==> src/rtl/slow_bus_biu.sv <==
module slow_bus_biu #(
  parameter int AW = 32,
  parameter int DW = 32
) (
  input  logic          clk,
  input  logic          rst_n,
  input  logic          core_req,
  input  logic          core_write,
  input  logic [AW-1:0] core_addr,
  input  logic [DW-1:0] core_wdata,
  output logic          core_en,
  output logic [DW-1:0] rd_data,
  output logic          rd_valid,
  input  logic          hclken,
  input  logic          hready,
  input  logic [DW-1:0] hrdata,
  output logic [AW-1:0] haddr,
  output logic [1:0]    htrans,
  output logic          hwrite,
  output logic [DW-1:0] hwdata
);

  localparam logic [1:0] TR_IDLE   = 2'b00;
  localparam logic [1:0] TR_NONSEQ = 2'b10;

  typedef enum logic [1:0] {S_IDLE, S_SYNC, S_ADDR, S_DATA} state_t;

  state_t st;
  logic   fin;

  wire bus_edge = hclken;
  wire bus_done = hclken & hready;
  wire start    = core_req & ~fin;

  assign core_en = fin | (st == S_IDLE && !core_req);

  always_ff @(posedge clk or negedge rst_n) begin
    if (!rst_n) begin
      st       <= S_IDLE;
      fin      <= 1'b0;
      haddr    <= '0;
      htrans   <= TR_IDLE;
      hwrite   <= 1'b0;
      hwdata   <= '0;
      rd_data  <= '0;
      rd_valid <= 1'b0;
    end else begin
      fin      <= 1'b0;
      rd_valid <= 1'b0;
      case (st)
        S_IDLE, S_SYNC: begin
          if ((st == S_SYNC) || start) begin
            if (bus_edge) begin
              haddr  <= core_addr;
              hwrite <= core_write;
              htrans <= TR_NONSEQ;
              st     <= S_ADDR;
            end else begin
              st <= S_SYNC;
            end
          end
        end
        S_ADDR: begin
          if (bus_done) begin
            htrans <= TR_IDLE;
            if (hwrite) hwdata <= core_wdata;
            st <= S_DATA;
          end
        end
        S_DATA: begin
          if (bus_done) begin
            st  <= S_IDLE;
            fin <= 1'b1;
            if (!hwrite) begin
              rd_data  <= hrdata;
              rd_valid <= 1'b1;
            end
          end
        end
        default: st <= S_IDLE;
      endcase
    end
  end

  p_bus_hold_r2: assert property (@(posedge clk) disable iff (!rst_n)
    !hclken |=> ($stable(haddr) && $stable(htrans) && $stable(hwrite) && $stable(hwdata)));

  p_nonseq_once_r3: assert property (@(posedge clk) disable iff (!rst_n)
    (htrans == TR_NONSEQ && hclken && hready) |=> (htrans == TR_IDLE));

  p_ready_alone_r4: assert property (@(posedge clk) disable iff (!rst_n)
    (st == S_DATA && hready && !hclken) |=> (st == S_DATA && !core_en));

  p_stall_busy_r6: assert property (@(posedge clk) disable iff (!rst_n)
    (st != S_IDLE) |-> !core_en);

  p_sync_exit_r6: assert property (@(posedge clk) disable iff (!rst_n)
    (st == S_SYNC && hclken) |=> (st == S_ADDR && htrans == TR_NONSEQ));

  p_rdata_hold_r7: assert property (@(posedge clk) disable iff (!rst_n)
    !rd_valid |=> (rd_valid || $stable(rd_data)));

  p_rvalid_release_r7: assert property (@(posedge clk) disable iff (!rst_n)
    rd_valid |-> core_en);

endmodule

==> config.mk <==
export PLATFORM = sky130hd
export DESIGN_NAME = slow_bus_biu
export DESIGN_NICKNAME = d
export VERILOG_FILES = /design/src/rtl/slow_bus_biu.sv
export SDC_FILE = /design/constraint.sdc
export NUM_CORES = 1
export LEC_CHECK = 0
export ABC_AREA = 1
export BUFFER_PORTS_ARGS = -buffer_cell sky130_fd_sc_hd__buf_2
export CORE_MARGIN = 2
export CORE_UTILIZATION = 40
export CTS_BUF_LIST = sky130_fd_sc_hd__clkbuf_4 sky130_fd_sc_hd__clkbuf_8
export DETAILED_ROUTE_END_ITERATION = 12
export GPL_ROUTABILITY_DRIVEN = 0
export PLACE_DENSITY = 0.78
export REMOVE_ABC_BUFFERS = 1
export SYNTH_ARGS = -nofsm -noshare
export SYNTH_HDL_FRONTEND = slang
export SYNTH_SLANG_ARGS = --single-unit
export TNS_END_PERCENT = 30
==> constraint.sdc <==
create_clock -name clk -period 1.55 [get_ports clk]
set_input_delay 0.155 -clock clk [delete_from_list [all_inputs] [get_ports clk]]
set_output_delay 0.155 -clock clk [all_outputs]
set_load 0.01 [all_outputs]
==> flow_metrics.tcl <==
set metrics [dict create \
    status "complete, no violations" \
    wire_per_inst_um 13.7 \
    core_region_area_sq_um 9860 \
    drv_slew 0 \
    fmaxAchievable_mhz 700 \
    grt_setup_unrepaired "no" \
    crit_required_ps 1390 \
    clockRootBuffer "clkbuf_8" \
    path_clk_slew_ps 90 \
    start_util_pct 41.5 \
    nFillCells 850 \
    skew_ps 5.15 \
    dieArea_sq_um 11100 \
    boundaryPins 203 \
    netlist_instances 452 \
    drc_errors 0 \
    track_usage_pct 19.9 \
    hpwl_mm 7.35 \
    vias_per_cell 4.77 \
    fin_nets 780 \
    vias 3888 \
    cp-end-kind "output port" \
    crit_path_max_fanout 6 \
    postSynthAreaPerCell_sq_um 9.07 \
    area_delta_synth_final_pct 39.7 \
    rows 36 \
    cts_tree "built" \
    cts_made_buffers 9 \
    ir_worst_vdd_v 0.000718 \
    crit_arrival_ps 1270 \
    cp-start-kind "register" \
    place.port_buffers 201 \
    grt_max_degree 103 \
    drv_cap 0 \
    layout-drive-gt1-share_pct 34.9 \
    synth_cell_type_count 16 \
    fin_crit_ps 1430 \
    grt-ovfl-total 0 \
    power_leakage_nw 3.34 \
    netlist_area_sq_um 4100 \
    hold_viol 0 \
    htree_num_levels 3 \
    fin_total_pwr_mw 10.6 \
    yosysWarnings 0 \
    setup_viol 0 \
    slew_headroom_pct 64.7 \
    pwr_density_cell_nw_per_um2 1850 \
    clock_latency_ps 350 \
    min_period_over_period_pct 92.2 \
    fp.dieW_um 105 \
    diodes 0 \
    critPathKind "reg -> out" \
    grt_pass1_vias 3762 \
    drt_iter0_drc 248 \
    antenna_found_initial 0 \
    clock-sinks 102 \
    tightestPinTransition_ps 529 \
    ys_seq_elements 102 \
    wl_mm 11.1 \
    first_pass_iters 5 \
    yosysSeqAreaShare_pct 62.3 \
    final.setup.tns_ps 0 \
    ant_nets 0 \
    hold_path_class "in -> reg" \
    die_y_um 105 \
    cts_buffer_depth 2 \
    grt_pass1_wl_mm 17.7 \
]
## critical path, cell delays in order, from the launching register on
cell	delay, ps
dfrtp_2	480
o31ai_1	260
buf_2	190
## cell type report
type	count	area [sq um]	area share [%]
multi-input cells	317	1320	23.1
clock inverters	2	16.3	0.284
flip-flops and latches	102	2550	44.6
well taps	133	166	2.91
inverters	7	26.3	0.459
repair buffers	241	1460	25.6
clock buffers	13	173	3.02
## per-stage QoR
step	cell area, sq um	util [%]	hold WS, ps	setup slack (ps)	std cells
2_1_floorplan	3900	-	-141	-435	426
3_3_place_gp	5210	52.8	257	266	768
3_5_place_dp	5210	52.8	263	130	768
4_1_cts	5720	58.0	4.77	73.9	815
5_1_grt	5720	58.0	21.0	50.4	815
6_report	5720	58.0	20.3	121	815
## sequential cells by signal (all words and copies together) (netlist names)
register	cells
fin	1
haddr	32
htrans	1
hwdata	32
hwrite	1
rd_data	32
rd_valid	1
st	2
## power breakdown
part / total, mW / switching, mW / internal [mW]
Clock: 1.60 / 0.873 / 0.730
Combinational: 4.30 / 2.54 / 1.76
Sequential: 4.66 / 0.736 / 3.92
## cells in the final DEF (no fill, tap or decap), types with 3 or more instances in the layout
master	count
clkbuf_8	12
nand2_2	4
nand3_1	68
dfrtp_1	101
inv_2	3
dlygate4sd3_1	32
buf_2	200
nor2_2	3
nand2_1	236
buf_4	3
inv_1	4
buf_12	6
## cells in the mapped netlist (all sizes together)
cell type | count | area share, %
nor2 | 5 | 0.82
nand3 | 68 | 8.3
conb | 1 | 0.092
o31ai | 1 | 0.18
buf | 26 | 4.8
o21ai | 1 | 0.40
nand2 | 241 | 23
dfrtp | 102 | 62
inv | 7 | 0.64
## layer usage
| metal | GRT usage [%] | part of all wire [%] |
|---|---|---|
| met5 | 0 | 0 |
| met4 | 9.05 | 2.8 |
| met3 | 3.28 | 6.0 |
| met2 | 33.2 | 49 |
| met1 | 25.3 | 42 |
## final timing paths
path	startpoint	cells after the start	slack [ps]	to
max	st[1]	2	120	core_en
min	hrdata[14]	3	20	rd_data[14]
max reg2reg	st[1]	5	200	hwdata[24]
min reg2reg	hwdata[2]	2	470	hwdata[2]
max in group asynchronous	rst_n	3	740	st[1]
min in group asynchronous	rst_n	3	420	rd_data[16]
## what timing repair did
| action | 4_1_cts | 5_1_grt |
|---|---|---|
| endpoints found under the setup margin | 0 | 1 |
| hold endpoints to repair | 133 | 0 |
| gates resized for setup | 0 | 1 |
| hold buffers | 32 | 0 |
| setup buffers | 0 | 0 |
## cells by family (layout without fill, tap and decap cells)
logic type	Yosys count	count (layout)	synth area share, %
AOI/OAI and AO/OA	2	2	0.580
buffers and inverters	33	263	5.40
DFF	102	102	62.3
other	1	1	0.0915
and+or+nand+nor	314	314	31.6
(Power assumes the default switching activity.)
